File: config.mk
export PLATFORM = sky130hd
export DESIGN_NAME = ep_ctrl_bank
export DESIGN_NICKNAME = d
export VERILOG_FILES = /design/src/rtl/ep_bank_pkg.sv /design/src/rtl/ep_rst_sync.sv /design/src/rtl/ep_word_reg.sv /design/src/rtl/ep_ctr_pick.sv /design/src/rtl/ep_ctrl_bank.sv
export SDC_FILE = /design/constraint.sdc
export NUM_CORES = 1
export LEC_CHECK = 0
export ABC_AREA = 1
export BUFFER_PORTS_ARGS = -buffer_cell sky130_fd_sc_hd__buf_2
export CAP_MARGIN = 10
export CORE_ASPECT_RATIO = 2
export CORE_MARGIN = 2
export CORE_UTILIZATION = 40
export CTS_BUF_LIST = sky130_fd_sc_hd__clkbuf_8
export CTS_CLUSTER_SIZE = 25
export DETAILED_ROUTE_END_ITERATION = 6
export PLACE_DENSITY = 0.58
export SLEW_MARGIN = 20
export SYNTH_ARGS = -nofsm -noshare
export SYNTH_HDL_FRONTEND = slang
export SYNTH_SLANG_ARGS = --single-unit
File: constraint.sdc
create_clock -name clk -period 4.06 [get_ports clk]
set_input_delay 0.812 -clock clk [delete_from_list [all_inputs] [get_ports clk]]
set_output_delay 0.812 -clock clk [all_outputs]
set_load 0.01 [all_outputs]
File: src/rtl/ep_bank_pkg.sv
package ep_bank_pkg;

  localparam int WORD_W = 16;

  typedef enum logic [1:0] {
    HS_OFF   = 2'b00,
    HS_STALL = 2'b01,
    HS_NAK   = 2'b10,
    HS_READY = 2'b11
  } hs_t;

  typedef enum logic [1:0] {
    XK_OUT   = 2'b00,
    XK_IN    = 2'b01,
    XK_SETUP = 2'b10,
    XK_RSVD  = 2'b11
  } xk_t;

  // Field order is the bit layout, most significant first.
  typedef struct packed {
    logic       rx_done;
    logic       rx_tog;
    hs_t        rx_hs;
    logic       setup;
    logic [1:0] ttype;
    logic       kind;
    logic       tx_done;
    logic       tx_tog;
    hs_t        tx_hs;
    logic [3:0] addr;
  } ep_word_t;

endpackage

File: src/rtl/ep_rst_sync.sv
module ep_rst_sync (
  input  logic clk,
  input  logic rst_n_in,
  output logic rst_n_out
);
  logic [1:0] sync_q;

  always_ff @(posedge clk or negedge rst_n_in) begin
    if (!rst_n_in) sync_q <= 2'b00;
    else           sync_q <= {sync_q[0], 1'b1};
  end

  assign rst_n_out = sync_q[1];
endmodule

File: src/rtl/ep_word_reg.sv
module ep_word_reg
  import ep_bank_pkg::*;
(
  input  logic     clk,
  input  logic     rst_n,
  input  logic     sw_wr,
  input  ep_word_t sw_data,
  input  logic     hw_out,
  input  logic     hw_setup,
  input  logic     hw_in,
  output ep_word_t cur_o
);
  ep_word_t cur_q, nxt;
  logic     rx_ok, tx_ok, upd_en;

  assign rx_ok  = (hw_out || hw_setup) && (cur_q.rx_hs == HS_READY);
  assign tx_ok  = hw_in && (cur_q.tx_hs == HS_READY);
  assign upd_en = sw_wr || rx_ok || tx_ok;

  always_comb begin
    nxt = cur_q;
    if (sw_wr) begin
      nxt.rx_done = cur_q.rx_done & sw_data.rx_done;
      nxt.tx_done = cur_q.tx_done & sw_data.tx_done;
      nxt.rx_tog  = cur_q.rx_tog ^ sw_data.rx_tog;
      nxt.tx_tog  = cur_q.tx_tog ^ sw_data.tx_tog;
      nxt.rx_hs   = hs_t'(cur_q.rx_hs ^ sw_data.rx_hs);
      nxt.tx_hs   = hs_t'(cur_q.tx_hs ^ sw_data.tx_hs);
      nxt.ttype   = sw_data.ttype;
      nxt.kind    = sw_data.kind;
      nxt.addr    = sw_data.addr;
    end
    if (rx_ok) begin
      nxt.rx_done = 1'b1;
      nxt.rx_tog  = ~cur_q.rx_tog;
      nxt.rx_hs   = HS_NAK;
      nxt.setup   = hw_setup;
    end
    if (tx_ok) begin
      nxt.tx_done = 1'b1;
      nxt.tx_tog  = ~cur_q.tx_tog;
      nxt.tx_hs   = HS_NAK;
    end
  end

  always_ff @(posedge clk or negedge rst_n) begin
    if (!rst_n)      cur_q <= '0;
    else if (upd_en) cur_q <= nxt;
  end

  assign cur_o = cur_q;


  rx_done_nak_chk: assert property (@(posedge clk) disable iff (!rst_n)
    rx_ok |=> (cur_q.rx_done && cur_q.rx_hs == HS_NAK));


  tx_done_nak_chk: assert property (@(posedge clk) disable iff (!rst_n)
    tx_ok |=> (cur_q.tx_done && cur_q.tx_hs == HS_NAK));


  rx_done_sticky_chk: assert property (@(posedge clk) disable iff (!rst_n)
    (cur_q.rx_done && !(sw_wr && !sw_data.rx_done)) |=> cur_q.rx_done);


  setup_sw_ro_chk: assert property (@(posedge clk) disable iff (!rst_n)
    !rx_ok |=> $stable(cur_q.setup));


  rx_hs_xor_chk: assert property (@(posedge clk) disable iff (!rst_n)
    (sw_wr && !rx_ok) |=> (cur_q.rx_hs == hs_t'($past(cur_q.rx_hs) ^ $past(sw_data.rx_hs))));


  idle_hold_chk: assert property (@(posedge clk) disable iff (!rst_n)
    (!sw_wr && !rx_ok && !tx_ok) |=> $stable(cur_q));
endmodule

File: src/rtl/ep_ctr_pick.sv
module ep_ctr_pick #(
  parameter int N     = 8,
  parameter int IDX_W = 3
) (
  input  logic             clk,
  input  logic             rst_n,
  input  logic [N-1:0]     pending,
  output logic             req,
  output logic [IDX_W-1:0] idx
);
  logic [N-1:0] below_mask;

  always_comb begin
    idx = '0;
    for (int i = N - 1; i >= 0; i--) begin
      if (pending[i]) idx = i[IDX_W-1:0];
    end
  end

  assign req        = |pending;
  assign below_mask = (N'(1) << idx) - N'(1);


  ctr_pick_flagged_chk: assert property (@(posedge clk) disable iff (!rst_n)
    req |-> pending[idx]);


  ctr_pick_lowest_chk: assert property (@(posedge clk) disable iff (!rst_n)
    req |-> ((pending & below_mask) == '0));
endmodule

File: src/rtl/ep_ctrl_bank.sv
module ep_ctrl_bank
  import ep_bank_pkg::*;
#(
  parameter  int NUM_EP = 8,
  localparam int IDX_W  = (NUM_EP > 1) ? $clog2(NUM_EP) : 1
) (
  input  logic              clk,
  input  logic              rst_n,
  input  logic              wr_en,
  input  logic [IDX_W-1:0]  wr_ep,
  input  logic [WORD_W-1:0] wr_data,
  input  logic [IDX_W-1:0]  rd_ep,
  output logic [WORD_W-1:0] rd_data,
  input  logic              xfer_valid,
  input  logic [IDX_W-1:0]  xfer_ep,
  input  logic [1:0]        xfer_kind,
  input  logic [IDX_W-1:0]  eng_sel,
  output logic [1:0]        eng_rx_stat,
  output logic [1:0]        eng_tx_stat,
  output logic              eng_rx_tog,
  output logic              eng_tx_tog,
  output logic [1:0]        eng_type,
  output logic              eng_kind,
  output logic              ctr_req,
  output logic [IDX_W-1:0]  ctr_ep
);
  localparam logic [IDX_W:0] EP_LIM = NUM_EP[IDX_W:0];

  logic        rst_n_int;
  ep_word_t    words [NUM_EP];
  logic [NUM_EP-1:0] pending;
  ep_word_t    sw_word, eng_word;
  xk_t         kind_in;

  assign sw_word = ep_word_t'(wr_data);
  assign kind_in = xk_t'(xfer_kind);

  ep_rst_sync u_rst (
    .clk       (clk),
    .rst_n_in  (rst_n),
    .rst_n_out (rst_n_int)
  );

  for (genvar i = 0; i < NUM_EP; i++) begin : g_ep
    logic hit_wr, hit_xf;
    assign hit_wr = wr_en && (wr_ep == IDX_W'(i));
    assign hit_xf = xfer_valid && (xfer_ep == IDX_W'(i));

    ep_word_reg u_word (
      .clk      (clk),
      .rst_n    (rst_n_int),
      .sw_wr    (hit_wr),
      .sw_data  (sw_word),
      .hw_out   (hit_xf && kind_in == XK_OUT),
      .hw_setup (hit_xf && kind_in == XK_SETUP),
      .hw_in    (hit_xf && kind_in == XK_IN),
      .cur_o    (words[i])
    );

    assign pending[i] = words[i].rx_done || words[i].tx_done;
  end

  ep_ctr_pick #(.N(NUM_EP), .IDX_W(IDX_W)) u_pick (
    .clk     (clk),
    .rst_n   (rst_n_int),
    .pending (pending),
    .req     (ctr_req),
    .idx     (ctr_ep)
  );

  assign rd_data  = ({1'b0, rd_ep} < EP_LIM) ? WORD_W'(words[rd_ep]) : '0;
  assign eng_word = ({1'b0, eng_sel} < EP_LIM) ? words[eng_sel] : '0;

  assign eng_rx_stat = eng_word.rx_hs;
  assign eng_tx_stat = eng_word.tx_hs;
  assign eng_rx_tog  = eng_word.rx_tog;
  assign eng_tx_tog  = eng_word.tx_tog;
  assign eng_type    = eng_word.ttype;
  assign eng_kind    = eng_word.kind;


  reset_quiet_chk: assert property (@(posedge clk)
    !rst_n_int |=> !ctr_req);
endmodule

==> metrics.txt, run 1 <==
status=finished clean; HP Class=in -> async; htree depth=4; final wirelength=24800 microns; DRC=0; Top Ports=63; Die Y=194 microns; most frequent cells in the layout=o21ai_0, nand2_1, dfrtp_1; Starting Density=0.408; number of library cell types mapped by synthesis=30; nets=1062; CTS buffer count=17; wire per inst=19.8 microns; Root Driver=clkbuf_8; DP HPWL=16800 microns; Critical Setup Path Class=in -> out; Final Skew=8.14 ps; Worst VDD drop=0.000190 V; Final Non-Filler Cells=1254; crit path launch type=input port; CP arrival=2260 ps; highest metal used=met4; cell taking the most area after synthesis=dfrtp_1; pwr/cell area=515 nW/um^2; port bufs=61; # hold bufs at CTS=0; GRT Total Usage=0.264; Slew HR=0.489; Synthesized Nets=1025; crit path max-delay cell type=buf_4; post-CTS setup repair buffer count=0; FF+latch count, synth=130; Final Hold Viols=0; Post-Synthesis Cells=991; wire length on met1=9300 microns; die area=19300 sq um; setup violators final=0; worst-case clock buffer depth=2; Die Wd=99.2 microns; Critical Path Sink Type=output port; Post-CTS Resized=0; Achievable Freq=325 MHz; Worst-Margin Slew=767 ps; global-route wire length before repair=38600 microns; Max Cap Viol=0; Seq/Total Area, Yosys=0.449; Worst setup startpoint=rd_ep[0]; Final Max Tran Viols=0; GPL Wtd Cong=0.857; initial antenna violation count=1; ranking of synthesized cells by area=dfrtp_1, o21ai_0, nand2_1; CP Cell Sequence=buf_2 > buf_4 > o21ai_0 > o22ai_1 > nand2_1 > nand2_1 > buf_2; vias in the first global route=6888; largest net degree at the start of global routing=73; CTS tree=built; Clock Sinks=130; placed cell areas=7660 sq um; vias per cell=5.68; DR iter-0 viols=505; crit path time final=3080 ps; Worst Path Required=3250 ps; Max FO, Critical Path=70; Layout area overhead=11.5%; final std cell area, no fill=8090 sq um; layout cell share with drive strength beyond 1=0.113; clk_lat worst skew=450 ps; clock transition at the registers of the reported paths=70 ps; First-pass DRT Iterations=5; Vias=7117; total gr overflow=0; Core Rows=69; share of the synthesized area in the top cell type=0.449; WL met2=12400 microns; Syn Area/Cell=7.32 sq um; met3 routed WL=1380 microns; CP peak stage delay=590 ps; period utilisation layout=0.758; Syn. warnings=0; R2R Path Start=g_ep[5].u_word.cur_o[12]$_DFFE_PN0P_; RSZ-0062 raised after global routing=no; dpl cells=1222; Antenna Nets Post-Route=0; P_leak=4.04 nW; TNS Setup=0 ps; total core area=17800 sq um; total power=4.16 mW; mapped cell area=7250 sq um
stage by stage:
| stage | utilization | worst slack, ps | hold WS, ps |
|---|---|---|---|
| finish | 0.455 | 984 | 131 |
| global route | 0.455 | 860 | 109 |
| CTS | 0.455 | 1000 | 106 |
| detailed placement | 0.431 | 1000 | 346 |
| global placement | 0.431 | 980 | 339 |
| floorplan | - | 170 | 331 |
cell usage after synthesis:
master / number
o211ai_1: 2
xor2_1: 4
nor2_2: 5
nand3_1: 46
buf_2: 22
dfrtp_1: 130
o211ai_2: 1
clkbuf_1: 24
nor3_1: 15
o21ai_1: 4
o22ai_1: 14
or2_0: 1
clkbuf_2: 1
nor2_4: 3
conb_1: 1
inv_2: 4
buf_6: 6
buf_1: 2
o21ai_0: 223
nand2_2: 3
nor2_1: 70
a31oi_1: 1
o21a_1: 12
a21oi_1: 70
buf_4: 2
nand2_1: 223
nand4_1: 8
inv_1: 78
nand3b_1: 14
clkinv_1: 2
worst paths after layout:
kind                                                   endpoint  slack, ps  cells past startpoint
max                                                  rd_data[7]        980                      7
min                                   u_rst.sync_q[1]$_DFF_PN0_        130                      1
max reg2reg                g_ep[5].u_word.cur_o[14]$_DFFE_PN0P_       2710                      5
min reg2reg                           u_rst.sync_q[1]$_DFF_PN0_        360                      0
max in group asynchronous  g_ep[2].u_word.cur_o[11]$_DFFE_PN0P_       2760                      1
min in group clk                      u_rst.sync_q[1]$_DFF_PN0_        360                      0
layer usage:
metal  vias up  global-route usage
met1      3375               0.309
met3        81              0.0338
li1       3371                   -
met5         -                   0
met2       290               0.442
met4         0               0.178
worst max-delay path: cells and delay by family:
family	cells	cell delay (ps)
buffers and inverters	3	830
AO/OA/AOI/OAI	2	390
AND/OR/NAND/NOR	2	210
state kept, by name (all words and copies together), names as in the netlist:
name	count
g_ep.u_word.cur_o	128
u_rst.sync_q	2
final cells by class:
cell class,count,area [sq um]
sequential,130,3260
multi-input combinational,720,3390
clock buffer,20,275
timing repair buffer,75,435
clock inverter,11,148
fill,1867,9700
antenna,1,2.50
inverter,84,315
tap,213,267
logic make-up (layout without fill, tap and decap cells):
logic type	count (synthesis)	in the layout	share of synthesized area
other	1	2	0.000517
buffers and inverters	141	190	0.0842
AO/OA/AOI/OAI	327	327	0.234
XOR/XNOR	4	4	0.00483
AND/OR/NAND/NOR	388	388	0.228
flip-flops	130	130	0.449
where the power goes:
group	internal, mW	switching, mW	leakage (nW)
registers	1.62	0.271	1.60
logic	0.403	0.666	2.21
clock network	0.701	0.499	0.236
Power figures use the tool's default switching activity.
==> run 2, diff against run 1 <==
ABC_AREA = 0   (was 1)
PLACE_DENSITY = 0.56   (was 0.58)
clock period = 3.1 ns   (was 4.06 ns; I/O delays follow)
==> run 2 against run 1 <==
  * Utilization increased by 0.66 points
  * Total power up 47%
  * Sequential cell count unchanged
  * Clock-buffer cell count is 2 lower
  * Register-to-register slack worse by 1000 ps
  * Via count down 25%
  * Synthesized cell count decreased by 36%
  * Clock skew about the same
  * Synthesized area hardly changed
  * Setup slack worse by 680 ps
  * Largest power group unchanged
  * Highest routed layer unchanged
==> metrics.txt, run 2 <==
status=finished clean; Critical Setup Path Class=in -> out; Final Max Tran Viols=0; Post-CTS Resized=0; mapped cell area=7260 sq um; Post-synth ARST share=1.00; clk_lat worst skew=450 ps; Vias=5331; worst reg2reg path depth=3; global-route wire length before repair=32200 microns; most common cell after layout, fill and taps aside=nand2_1; R2R Path Start=g_ep[6].u_word.cur_o[13]$_DFFE_PN0P_; EDFF count, synth=0; multi-input combinational cell area=3720 sq um; nets=727; Achievable Freq=358 MHz; CTS tree=built; wire per inst=22.7 microns; share of the synthesized area in the top cell type=0.448; Die Wd=99.2 microns; placed cell areas=7710 sq um; CP top delay family=multiplexers; Filler Cell Count=1681; Die Y=194 microns; GPL Wtd Cong=0.864; Starting Density=0.408; Max Cap Viol=0; ranking of synthesized cells by area=dfrtp_1, mux4_2, nand2_1; GRT Total Usage=0.222; crit path time final=2800 ps; pwr/cell area=748 nW/um^2; setup violators final=0; sw power=1.96 mW; htree depth=4; FF+latch count, synth=130; Layout area overhead=13.1%; final std cell area, no fill=8200 sq um; Most Frequent Cell on Critical Path=buf_2; port bufs=61; period utilisation layout=0.902; main flop type after synthesis=dfrtp_1; CP arrival=2180 ps; RR Endpoint=g_ep[6].u_word.cur_o[11]$_DFFE_PN0P_; # diodes=0; RSZ-0062 raised after global routing=no; Worst setup startpoint=rd_ep[1]; largest net degree at the start of global routing=55; Syn Area/Cell=11.4 sq um; Buf/Inv on CP=2; layout cell share with drive strength beyond 1=0.278; Flop pwr share=0.443; worst-case clock buffer depth=2; initial antenna violation count=0; total gr overflow=0; Worst Path Required=2480 ps; Max FO, Critical Path=15; vias per cell=5.80; Clock Sinks=130; Final Hold Viols=0; Synthesized Nets=669; P_leak=3.82 nW; CP Cell Sequence=buf_2 > mux4_1 > mux2_2 > buf_2; crit path max-delay cell type=mux4_1; Root Driver=clkbuf_8; total core area=17800 sq um; worst reg2reg setup slack=1700 ps; Largest register FFs=128; First-pass DRT Iterations=4; Syn. warnings=0; clock power share=0.288; cell taking the most area after synthesis=dfrtp_1; internal power=4.18 mW; vias in the first global route=5591; Slew HR=0.472; DP HPWL=14800 microns; Seq/Total Area, Yosys=0.448; HP Class=reg -> async; Antenna Nets Post-Route=0; Worst VDD drop=0.000293 V; Core Rows=69; Final Skew=8.38 ps; most instantiated cells after synthesis=nand2_1, dfrtp_1, mux2_2; Comb power frac=0.270; Worst-Margin Slew=792 ps; number of library cell types mapped by synthesis=46; crit path launch type=input port; Net Sw Frac=0.319; Top Ports=63; FF+latch area=3260 sq um; most frequent cells in the layout=nand2_1, dfrtp_1, buf_2; final wirelength=20800 microns; TNS Setup=0 ps; die area=19300 sq um; Critical Path Sink Type=output port; clock transition at the registers of the reported paths=80 ps; DRC=0; Post-Synthesis Cells=635; most common cell in the netlist=nand2_1; DR iter-0 viols=353; CTS buffer count=17; CP peak stage delay=660 ps
## run 2: changes by cell type after synthesis, moves of 40 or more
| cell | delta |
|---|---|
| a21oi_1 | -40 |
| inv_1 | -78 |
| mux2_2 | +49 |
| nand2_1 | -58 |
| nor2_1 | -50 |
| o21ai_0 | -200 |
## run 2: power by group through the flow
stage	combinational, mW	sequential [mW]	clock [mW]
3_3_place_gp	1.62	2.70	0
6_report	1.65	2.72	1.77
4_1_cts	1.68	2.71	1.80
2_1_floorplan	1.23	2.56	0
5_1_grt	1.81	2.79	1.88
3_5_place_dp	1.66	2.74	0
## run 2: stage by stage
stage	setup slack, ps	util	hold WS [ps]	instances	total power, mW
floorplan	787	-	324	635	3.79
global placement	337	0.434	338	886	4.32
detailed placement	319	0.434	347	886	4.41
CTS	302	0.461	365	919	6.19
global route	242	0.461	383	919	6.48
finish	305	0.461	344	919	6.14
## run 2: timing repair
item,in CTS,in global routing
endpoints found under the hold margin,2,0
buffers inserted,0,0
hold buffers,1,0
## run 2: worst max path at each step
stage | end | slack, ps | depth (start not counted)
floorplan | rd_data[13] | 790 | 4
global placement | rd_data[4] | 340 | 4
detailed placement | rd_data[4] | 320 | 4
CTS | rd_data[4] | 300 | 4
global route | rd_data[4] | 240 | 4
finish | rd_data[4] | 300 | 4
## run 2: metal layers
metal	global-route usage	wire length, microns
met1	0.240	7610
met3	0.0406	744
met5	0	0
met2	0.415	11800
met4	0.0934	631
## run 2: logic make-up after synthesis
logic type                after synthesis  synth area share
buffers and inverters                  40            0.0416
xor gates and xnor gates               30            0.0362
AOI/OAI and AO/OA                      68            0.0483
and+or+nand+nor                       265             0.179
DFF                                   130             0.448
muxes                                 101             0.246
other                                   1          0.000517
## run 2: worst reg2reg max path, delay by kind of cell (launching register included)
| family | cells | cell delay (ps) |
|---|---|---|
| muxes | 1 | 310 |
| and+or+nand+nor | 2 | 550 |
| DFF | 1 | 420 |
## run 2: cell type report
class	count	share of cell area
Clock buffer	18	0.0302
Sequential cell	130	0.397
Clock inverter	14	0.0287
Multi-Input combinational cell	465	0.453
Tap cell	213	0.0325
Timing Repair Buffer	79	0.0586
